## config.mk

```make
export PLATFORM = sky130hd
export DESIGN_NAME = irq_prio_presenter
export DESIGN_NICKNAME = d
export VERILOG_FILES = /design/src/rtl/irq_prio_pkg.sv /design/src/rtl/prio_pend_buf.sv /design/src/rtl/prio_cur_reg.sv /design/src/rtl/prio_irq_eval.sv /design/src/rtl/irq_prio_presenter.sv
export SDC_FILE = /design/constraint.sdc
export NUM_CORES = 1
export LEC_CHECK = 0
export BUFFER_PORTS_ARGS = -buffer_cell sky130_fd_sc_hd__buf_4
export CAP_MARGIN = 25
export CORE_UTILIZATION = 49
export DETAILED_ROUTE_END_ITERATION = 8
export HOLD_SLACK_MARGIN = 0.1
export PLACE_DENSITY = 0.79
export SKIP_LAST_GASP = 1
export SLEW_MARGIN = 25
export SYNTH_ARGS = -nofsm -noshare
export SYNTH_HDL_FRONTEND = slang
export SYNTH_HIERARCHICAL = 1
export SYNTH_SLANG_ARGS = --single-unit
```

## constraint.sdc

```tcl
create_clock -name clk_i -period 1.9 [get_ports clk_i]
set_input_delay 0.095 -clock clk_i [delete_from_list [all_inputs] [get_ports clk_i]]
set_output_delay 0.095 -clock clk_i [all_outputs]
set_load 0.01 [all_outputs]
```

## src/rtl/irq_prio_pkg.sv

```systemverilog
package irq_prio_pkg;
  localparam int unsigned PRIO_W    = 3;
  localparam int unsigned NUM_LVL   = 1 << PRIO_W;
  localparam int unsigned CODE_W    = 8;
  localparam logic [CODE_W-1:0] MAX_PRIO  = CODE_W'(NUM_LVL - 1);
  localparam logic [CODE_W-1:0] NONE_CODE = '1;

  // leading-zero count of the pending buffer, NONE_CODE when empty
  function automatic logic [CODE_W-1:0] lead_zero(input logic [NUM_LVL-1:0] b);
    logic [CODE_W-1:0] r;
    r = NONE_CODE;
    for (int i = 0; i < NUM_LVL; i++)
      if (b[i]) r = CODE_W'(NUM_LVL - 1 - i);
    return r;
  endfunction
endpackage

```

## src/rtl/prio_pend_buf.sv

```systemverilog
module prio_pend_buf
  import irq_prio_pkg::*;
#(
  parameter int unsigned LVL = NUM_LVL,
  parameter int unsigned CW  = CODE_W
) (
  input  logic          clk_i,
  input  logic          rst_ni,
  input  logic          notif_valid_i,
  input  logic [CW-1:0] notif_prio_i,
  input  logic          ack_i,
  output logic [LVL-1:0] buf_o,
  output logic [CW-1:0] prio_o
);
  logic [LVL-1:0] set_mask, clr_mask, buf_d, buf_q;
  logic [CW-1:0]  prio_q;

  // level g lands on bit LVL-1-g
  for (genvar g = 0; g < LVL; g++) begin : g_lvl
    assign set_mask[LVL-1-g] = notif_valid_i && (notif_prio_i == CW'(g));
    assign clr_mask[LVL-1-g] = ack_i && (prio_q == CW'(g));
  end

  assign buf_d = (buf_q & ~clr_mask) | set_mask;

  always_ff @(posedge clk_i or negedge rst_ni) begin
    if (!rst_ni) begin
      buf_q  <= '0;
      prio_q <= NONE_CODE;
    end else begin
      buf_q  <= buf_d;
      prio_q <= lead_zero(buf_d);
    end
  end

  assign buf_o  = buf_q;
  assign prio_o = prio_q;
endmodule

```

## src/rtl/prio_cur_reg.sv

```systemverilog
module prio_cur_reg
  import irq_prio_pkg::*;
#(
  parameter int unsigned CW = CODE_W
) (
  input  logic          clk_i,
  input  logic          rst_ni,
  input  logic          we_i,
  input  logic [CW-1:0] wdata_i,
  output logic [CW-1:0] cur_o
);
  logic          legal;
  logic [CW-1:0] cur_q;

  assign legal = (wdata_i <= MAX_PRIO) || (wdata_i == NONE_CODE);

  always_ff @(posedge clk_i or negedge rst_ni) begin
    if (!rst_ni)            cur_q <= '0;
    else if (we_i && legal) cur_q <= wdata_i;
  end

  assign cur_o = cur_q;
endmodule

```

## src/rtl/prio_irq_eval.sv

```systemverilog
module prio_irq_eval
  import irq_prio_pkg::*;
#(
  parameter int unsigned CW = CODE_W
) (
  input  logic          clk_i,
  input  logic          rst_ni,
  input  logic [CW-1:0] pend_prio_i,
  input  logic [CW-1:0] cur_prio_i,
  input  logic          ack_i,
  output logic          exc_o,
  output logic          irq_o
);
  logic fire, exc_q, irq_q;

  assign fire = pend_prio_i < cur_prio_i;

  always_ff @(posedge clk_i or negedge rst_ni) begin
    if (!rst_ni) begin
      exc_q <= 1'b0;
      irq_q <= 1'b0;
    end else begin
      irq_q <= fire;
      exc_q <= ack_i ? 1'b0 : (exc_q | fire);
    end
  end

  assign exc_o = exc_q;
  assign irq_o = irq_q;
endmodule

```

## src/rtl/irq_prio_presenter.sv

```systemverilog
module irq_prio_presenter
  import irq_prio_pkg::*;
#(
  parameter int unsigned LVL = NUM_LVL,
  parameter int unsigned CW  = CODE_W
) (
  input  logic           clk_i,
  input  logic           rst_ni,
  input  logic           notif_valid_i,
  input  logic [CW-1:0]  notif_prio_i,
  input  logic           cur_prio_we_i,
  input  logic [CW-1:0]  cur_prio_wdata_i,
  input  logic           ack_i,
  output logic [LVL-1:0] pend_buf_o,
  output logic [CW-1:0]  pend_prio_o,
  output logic [CW-1:0]  cur_prio_o,
  output logic           exc_pend_o,
  output logic           irq_o
);
  prio_pend_buf #(.LVL(LVL), .CW(CW)) u_pend (
    .clk_i, .rst_ni, .notif_valid_i, .notif_prio_i, .ack_i,
    .buf_o(pend_buf_o), .prio_o(pend_prio_o)
  );

  prio_cur_reg #(.CW(CW)) u_cur (
    .clk_i, .rst_ni, .we_i(cur_prio_we_i), .wdata_i(cur_prio_wdata_i),
    .cur_o(cur_prio_o)
  );

  prio_irq_eval #(.CW(CW)) u_eval (
    .clk_i, .rst_ni, .pend_prio_i(pend_prio_o), .cur_prio_i(cur_prio_o),
    .ack_i, .exc_o(exc_pend_o), .irq_o
  );
endmodule

```

### Word level (Yosys, flattened, before mapping)

Index checks and enable logic that the tools add are counted.

* reduce and logical (&&, ||, !) cells: 20
* $lt $le $gt $ge: 2
* eq/ne operators: 15
* mux-type cells: 9
* bitwise operators: 4

Operators with widths (number)
* == test 8 x 3 -> 1 bit (second input constant): 8
* two-way mux 8 bit: 8
* == test 8 x 2 -> 1 bit (second input constant): 4
* logical AND 1 bit: 17
* == test 8 x 1 -> 1 bit (second input constant): 2
* zero test 8 bit: 2
* AND 8 bit: 1
* == test 8 bit (second input constant): 1
* <= comparator 8 x 3 -> 1 bit (second input constant): 1
* less-than comparator 8 bit: 1
* inverter 8 bit: 1
* OR 8 bit: 1
* logical OR 1 bit: 1
* two-way mux 1 bit: 1
* OR 1 bit: 1

* input bits: 21
* logic and storage cells: 55
* register bits: 26
* output and inout bits: 26

### Longest topological paths before layout

Gate-level depths: netlist (run 1).

* depth after elaboration: 13
* gate-level depth with buffers: 6
* gate-level depth less buffers: 6

### By module

Netlist (run 1), hierarchy kept.

Modules (own cells, without submodules)
* prio_pend_buf: seq. area each 305.3 um^2, instances 1, area each 656.9 um^2, cells an instance 70
* prio_cur_reg: seq. area each 200.2 um^2, instances 1, area each 379.1 um^2, cells an instance 35
* prio_irq_eval: seq. area each 50.0 um^2, instances 1, area each 284.0 um^2, cells an instance 30

### Worst setup path after synthesis (run 1)

Ideal clock, no wire load.

* path type: reg2reg
* start point: register u_pend.prio_q[5] (netlist: u_pend/prio_o[5])
* end point: register u_pend.prio_q[0] (netlist: u_pend/prio_o[0])
* cell stages (with the launch flop): 5
* data required time: 1.802 ns
* data arrival time: 1.534 ns
* setup time: 0.098 ns
* slack: 0.267 ns
* clock period less this slack: 1.633 ns
* buffers on the path: 0
* cell sequence: dfstp_2 > or3b_1 > o31ai_2 > o211ai_2 > o311ai_1

* cells in the longest elaborated chain, start to end: 12
* elaborated cells between the ends (all ways): 24

RTL lines
* from (decl): line prio_pend_buf.sv:16 `logic [CW-1:0] prio_q;`
* from (signal assigned): line prio_pend_buf.sv:32 `prio_q <= lead_zero(buf_d);`
* == test 8 x 3 -> 1 bit: line prio_pend_buf.sv:21 `assign clr_mask[LVL-1-g] = ack_i && (prio_q == CW'(g));`
* logical AND 1 bit: line prio_pend_buf.sv:21
* inverter 8 bit *: line prio_pend_buf.sv:24 `assign buf_d = (buf_q & ~clr_mask) | set_mask;`
* AND 8 bit *: line prio_pend_buf.sv:24
* OR 8 bit *: line prio_pend_buf.sv:24
* two-way mux 8 bit (6 in series): line irq_prio_pkg.sv:13 `if (b[i]) r = CODE_W'(NUM_LVL - 1 - i);`
* two-way mux 8 bit *: line irq_prio_pkg.sv:13

Mark *: on every way between the ends. The rest lies on a longest branch, timed or not.
A chain may end at the register's enable or synchronous reset.

### Final worst setup path (run 1)

* start point: register u_pend.prio_q[5] (netlist: u_pend/prio_o[5])
* end point: register u_pend.prio_q[5] (netlist: u_pend/prio_o[5])

* cells in the longest elaborated chain, start to end: 13
* elaborated cells between the ends (all ways): 27

RTL lines (line)
* == test 8 x 3 -> 1 bit: prio_pend_buf.sv:21
* logical AND 1 bit: prio_pend_buf.sv:21
* inverter 8 bit *: prio_pend_buf.sv:24
* AND 8 bit *: prio_pend_buf.sv:24
* OR 8 bit *: prio_pend_buf.sv:24
* two-way mux 8 bit (7 in series): irq_prio_pkg.sv:13
* two-way mux 8 bit *: irq_prio_pkg.sv:13

Marks and branches as above.

==> results.md, run 1 <==
- The run finished with clean final reports.
- Dividing the final minimum period by the clock period gives 0.963.
- Row generation in the floorplan step produced 18 rows.
- The post-route non-filler standard cell count is 220.
- The insertion delay of the later-clocked pin in the worst-skew pair is 0.29 ns.
- The endpoint identified for the worst register-to-register timing path is u_pend/prio_o[5].
- The top cell family by delay on the critical path is simple AND/OR/NAND/NOR gates.
- The die span in x is 53.9 microns.
- After detailed placement, the design holds a cell count of 206.
- The post-synthesis cell type count is 41.
- The final-report setup violation count is 0.
- For this block, the initial DRC count from the detailed router was 43.
- The highest-utilization routing layer at the global route stage is met2.
- In this run, CTS created clock tree buffers numbering 3.
- The power density over the cells is 908 nW/um^2.
- Of the post-synthesis cell area, the dominant cell type holds 0.341.
- The fraction of final layout cells sized beyond drive strength 1 is 0.353.
- The TritonCTS clock tree is yes.
- Using the TritonRoute via totals, the vias-per-cell ratio works out to 5.75.
- Setup repair after global routing could not meet its margin everywhere.
- The tree is rooted in a clkbuf_4.
- The category of the worst setup path launch point is a flop.
- In this run the number of H-tree levels came out at 1.
- The total area inside the core boundary comes to 2520 sq um.
- Max-cap violations in this run came to 0.
- The most common cell in the synthesized netlist is dfrtp_1.
- The quantity of I/O buffers inserted on ports is 46.
- For the final database, setup skew stands at 0.00195 ns.
- The number of gates on the worst path with buffers counted is 5.
- The routed wire length is 3.32 mm.
- The final hold violation count is 0.
- The type of the worst setup path is flop to flop.
- The count of nets left with antenna violations once routing finished came out at 0.
- The share of synthesized area spent on multiplexers is 0.
- The maximum fanout along the worst path is 12.
- Across every metal layer, demand over resource in global routing totals 0.247.
- The largest area contributor in the netlist is dfrtp_1.
- In this run the most critical hold path is launched from cur_prio_we_i.
- The maximum single-stage delay on the critical path is 0.51 ns.
- The leftover overflow at the end of global routing is 0.
- The first detailed-routing pass took 5 iterations.
- The leakage power of the design is 0.000903 uW.
- The die covers 2910 sq um.
- IR analysis of the VDD net gives a maximum drop of 815 uV.
- After synthesis, the cell types taking the most area are dfrtp_1 34%, dfstp_2 8.0%, ha_1 6.6%.
- The termination of the worst setup path is u_pend/prio_o[5].
- The transition at the pin with the smallest max-transition slack is 0.534 ns.
- Of the total synthesized cell area, the portion taken by XOR and XNOR cells is 0.
- Of the total synthesized cell area, the portion taken by full adders, half adders and majority gates is 0.0664.
- The synthesized-area fraction occupied by ao, oa, aoi and oai cells is 0.226.
- The netlist area before placement is 1320 sq um.
- The number of warnings reported in the yosys synthesis log is 6.
- The first global-routing pass estimated 5.04 mm of wire.
- The flip-flop cell with the highest count after synthesis is dfrtp_1.
- After routing, the total negative slack on setup checks comes to 0 ns.
- The via count of the first global-routing pass is 1149.
- Measured against its own limit, the worst slew margin works out to 0.641.
- The source of the critical timing path is u_pend/prio_o[5].
- Once layout is complete, the utilization of the core stands at 0.719.
- Detailed routing inserted a total of 1266 vias.
- The worst setup path is captured at a flop.
- The async set-or-reset flop fraction in the synthesized netlist is 1.00.
- After the last flow step, the layout net total stands at 220.
- The global-route met1 utilization is 0.299.
- In the synthesized netlist, the cells that appear most often are 18 x dfrtp_1, 14 x inv_1, 11 x nand2_1.
- Entering global routing, the biggest net connects 23 pins.
- Routability-driven placement finished with a final weighted congestion of 0.935.
- The sequential-to-total area share from yosys stat is 0.421.
- After layout, the minimum clock period comes to 1.83 ns.
- The average size of a mapped cell is 9.78 sq um.
- After detailed routing, the number of remaining DRC violations is 0.
- The post-synthesis instance total is 135.
- Traced cell by cell, the critical path runs through or3b_1 > o21ai_2 > and2_1 > nand4_1 > nor3_1.
- The worst reg-to-reg path cell count is 5.
- In the global route stage, met2 resource usage came out at 0.428.
- For this run, the top clock speed supported by timing is 547 MHz.
- The initial antenna violation count is 0.
- In the final routed layout, each cell accounts on average for 15.1 microns.
- The area added between synthesis and finish is 37.4%.
- The worst setup slack for register-to-register paths is 0.07 ns.
- Hold timing on the final database bottoms out at a slack of 0.175 ns.
- By area, the combinational part of the netlist is dominated by compound AO/OA/AOI/OAI gates.
- The detailed placer's ending HPWL is 2.49 mm.
- The die span in y is 53.9 microns.
- The number of antenna diodes in the final layout is 0.
- In the global route stage, met3 resource usage came out at 0.0339.
- The number of sinks driven by the clock tree is 22.
- Data on the critical path arrives at its endpoint at 2.04 ns.
- The critical path contains buffers and inverters numbering 0 combined.
- The initial utilization of the core area, before any placement, comes to 0.523.
- The total of flip-flops plus latches after synthesis is 22.
- The max-slew violation count is 0.
- The total chip power is 1650 uW.
- The maximum buffer depth of the clock tree is 2.
- After clock tree synthesis, the clock-pin slew on the worst setup and hold paths is 0.11 ns.
- The synthesized netlist net count is 163.
- For the worst setup path, the data required time is 2.11 ns.
- The class of the most critical hold timing path is primary input to flop.
- The number of top-level pins is 47.
- The number of flops mapped to enable cells by yosys is 0.
- The slowest stage of the critical path is the or3b_1 cell.
- The post-synthesis share of cell area spent on and, or, nand and nor gates is 0.222.
- The worst register-to-register path begins at u_pend/prio_o[5].
[flip-flops by register name (all words and copies together) (netlist names)]
name	count
u_cur/cur_o	8
u_pend/buf_o	8
u_pend/prio_o	4
u_eval/exc_o	1
u_eval/irq_o	1
[through the flow]
step / cell area [sq um] / setup WS [ns]
5_1_grt: 1810 / -0.0254
2_1_floorplan: 1320 / 0.267
6_report: 1810 / 0.0712
3_3_place_gp: 1670 / 0.184
4_1_cts: 1780 / 0.0559
3_5_place_dp: 1670 / 0.120
[routing by layer]
layer	up-vias	part of all wire
li1	607	-
met1	589	0.41
met2	56	0.52
met3	14	0.053
met4	0	0.025
met5	-	0
[worst min-delay path by stage]
stage                     cells after the start        endpoint
after floorplan                               0  u_cur/cur_o[0]
final                                         3  u_cur/cur_o[1]
after global routing                          3  u_cur/cur_o[1]
after CTS                                     3  u_cur/cur_o[1]
after detailed placement                      1    u_eval/irq_o
after global placement                        1    u_eval/irq_o
[worst min-delay path: stages]
cell	delay, ns
buf_4	0.12
o32a_1	0.13
nand3_1	0.09
[power breakdown]
part	internal, uW	total, uW	switching [uW]
logic	385	757	372
clock network	73.7	202	129
registers	578	688	110
[timing repair]
| action | CTS | global route |
|---|---|---|
| setup endpoints to repair | 0 | 4 |
| resized for setup | 0 | 5 |
| endpoints found under the hold margin | 31 | 0 |
| buffers inserted | 0 | 2 |
| hold buffers | 9 | 0 |
[cell usage in the layout, fill, tap and decap left out, types with 4 or more instances in the layout]
cell and count:
nand2b_1 4, nor2_1 4, ha_1 7, a21o_1 5, nand4_1 6, inv_1 14, o21ai_0 7, nand3_1 4
dlygate4sd3_1 9, dfrtp_1 18, dfstp_2 4, nand2_1 11, nor3_1 4, buf_4 48, o21ai_1 5
[cells by family after synthesis]
family	count (synthesis)
buffers and inverters	19
AND/OR/NAND/NOR	48
AO/OA/AOI/OAI	39
flip-flops	22
adder cells (fa/ha/maj)	7
[cell type report]
class / count / area, sq um
Timing Repair Buffer: 57 / 450
Multi-Input combinational cell: 94 / 696
Inverter: 14 / 52.6
Fill cell: 193 / 708
Tap cell: 30 / 37.5
Sequential cell: 22 / 556
Clock buffer: 3 / 22.5
(Power assumes the default switching activity.)
==> run 2, diff against run 1 <==
- CORE_UTILIZATION: 49 -> 53
- PLACE_DENSITY: 0.79 -> 0.84
- clock period: 1.9 -> 2.35 ns (I/O delays scaled with it)
==> results.md, run 2 (synthesized netlist as in run 1, its figures left out) <==
- The flow ran to the end, and the final reports show no timing, DRC or antenna violations.
- Setup repair after global routing left no endpoint under its margin.
- The final hold violation count is 0.
- For met2 alone, demand over resource in global routing was 0.451.
- The worst setup path is launched from a primary input.
- The routed wire length is 3.27 mm.
- The number of rows created at floorplan is 17.
- The critical register-to-register path startpoint is u_pend/prio_o[5].
- In the final routed layout, each cell accounts on average for 15.1 microns.
- The HPWL after detailed placement is 2.43 mm.
- The max-slew violation count came to 0.
- At the end of routability-driven placement, the weighted congestion stood at 0.932.
- The clock root buffer is clkbuf_4.
- TritonCTS created 3 clock buffers.
- The capture point of the worst reg-to-reg path is u_pend/prio_o[5].
- From bottom edge to top edge, the die measures 51.9 microns.
- The floorplan step defined a die boundary enclosing 2690 sq um.
- The maximum VDD drop is 551 uV.
- The number of levels in the clock H-tree is 1.
- Buffers placed on the I/O ports in this run total 46.
- The antenna cell count is 0.
- The worst register-to-register path has a setup slack of 0.51 ns.
- The total number of nets in the final design is 218.
- In this run the most used layer during global routing was met2.
- The termination of the worst setup path is u_cur/cur_o[2].
- The area of the placeable core is 2280 sq um.
- The first global-routing pass estimated 5.24 mm of wire.
- The arrival time of data at the critical path endpoint is 2.14 ns.
- Derived from the worst setup path, the maximum achievable clock frequency is 530 MHz.
- For met1 alone, demand over resource in global routing was 0.339.
- The headroom to the max-slew limit is 0.600.
- The library cell used most frequently in the layout, excluding fill and tap cells, is buf_4.
- In the final layout, the share of cells above drive strength 1 is 0.335.
- The most critical setup path has its startpoint at cur_prio_wdata_i[0].
- The maximum fanout along the worst path is 5.
- The number of fill cells is 152.
- The count of nets left with antenna violations after detail routing is 0.
- The clock arrives with 0.00227 ns of skew.
- The number of max-cap violations is 0.
- The post-cts sizing count is 0.
- The number of top-level pins is 47.
- At the worst endpoint, the required time is 2.60 ns.
- The smallest clock period supported by the final layout is computed as 1.89 ns.
- The total number of vias is 1307.
- The critical path in this run is classified as primary input to flop.
- The transition at the pin with the smallest max-transition slack is 0.595 ns.
- The per-cell via count in the routed design is 6.05.
- The clock reaches the later pin of the worst-skew pair after 0.31 ns.
- The initial antenna violation count is 0.
- For this run, the detailed router's first-pass iteration total came to 4.
- In the global route stage, overall resource usage came out at 0.265.
- In this run the static leakage power is 0.000891 uW.
- For this run, design rule violations remaining after detail routing come to 0.
- The power density over the cells is 743 nW/um^2.
- The via count of the first global-routing pass is 1230.
- The critical path capture point type is a flop.
- For this run, global-route usage on met3 was measured as 0.0292.
- The die span in x is 51.9 microns.
- The pin count of the biggest net entering global routing is 23.
- After clock tree synthesis, the clock-pin slew on the worst setup and hold paths is 0.12 ns.
- The top cell types in the final layout, fill and taps aside, are 46 x buf_4, 18 x dfrtp_1, 14 x inv_1.
- The final-report setup violation count is 0.
- The area added between synthesis and finish is 34.8%.
- The violation count after the first detailed-routing iteration is 42.
- The TritonCTS clock tree is yes.
- The class of the most critical hold timing path is primary input to flop.
- For this configuration, the core starts out at a cell density of 0.580.
- Measured on the finished design, the core utilization comes to 0.782.
- The total overflow left after global routing is 0.
- The number of cells on the worst reg-to-reg path is 5.
- In this run the deepest clock path goes through 2 buffers.
- The final cycle utilization of the critical path is 0.803.
- Clock tree synthesis found a total of 22 sinks.
- The total negative setup slack is 0 ns.
## run 2: worst min path at each step
stage,to,cells past startpoint,start
global route,u_cur/cur_o[1],3,cur_prio_we_i
finish,u_cur/cur_o[1],3,cur_prio_we_i
floorplan,u_cur/cur_o[0],0,rst_ni
detailed placement,u_eval/exc_o,1,rst_ni
CTS,u_cur/cur_o[1],3,cur_prio_we_i
global placement,u_eval/irq_o,1,rst_ni
## run 2: report_power, final
group / total [uW] / internal (uW) / switching, uW
logic: 600 / 308 / 291
registers: 550 / 467 / 83.6
clock network: 173 / 59.9 / 113
## run 2: per-stage QoR
stage / power [uW] / instances / setup WS (ns) / hold WS [ns] / area [sq um]
2_1_floorplan: 917 / 135 / 0.717 / -0.178 / 1320
4_1_cts: 1330 / 216 / 0.478 / 0.164 / 1780
5_1_grt: 1410 / 216 / 0.352 / 0.195 / 1780
3_3_place_gp: 1120 / 204 / 0.627 / 0.0162 / 1670
3_5_place_dp: 1140 / 204 / 0.553 / 0.0187 / 1670
6_report: 1320 / 216 / 0.463 / 0.173 / 1780
## run 2: layout make-up
cell class	instances	area, sq um	share of cell area
inverter	14	52.6	0.0295
tap	28	35.0	0.0197
sequential	22	556	0.312
multi-input combinational	94	678	0.381
clock buffer	3	22.5	0.0127
timing repair buffer	55	435	0.245
## run 2: repair_timing
item / 4_1_cts / 5_1_grt
endpoints found under the hold margin: 31 / 0
hold buffers: 9 / 0
setup endpoints to repair: 0 / 0
setup buffers: 0 / 0
## run 2: per-layer routing
layer	part of all wire	vias to the layer above	routed length [microns]
met4	0.013	0	43
met5	0	-	0
li1	-	610	-
met3	0.054	5	176
met1	0.42	627	1380
met2	0.51	65	1670
## run 2: critical path: stages
cell,delay [ns]
dlygate4sd3_1,0.53
buf_4,0.11
nand4_1,0.20
or3_1,0.47
o2111ai_1,0.13
dlygate4sd3_1,0.58
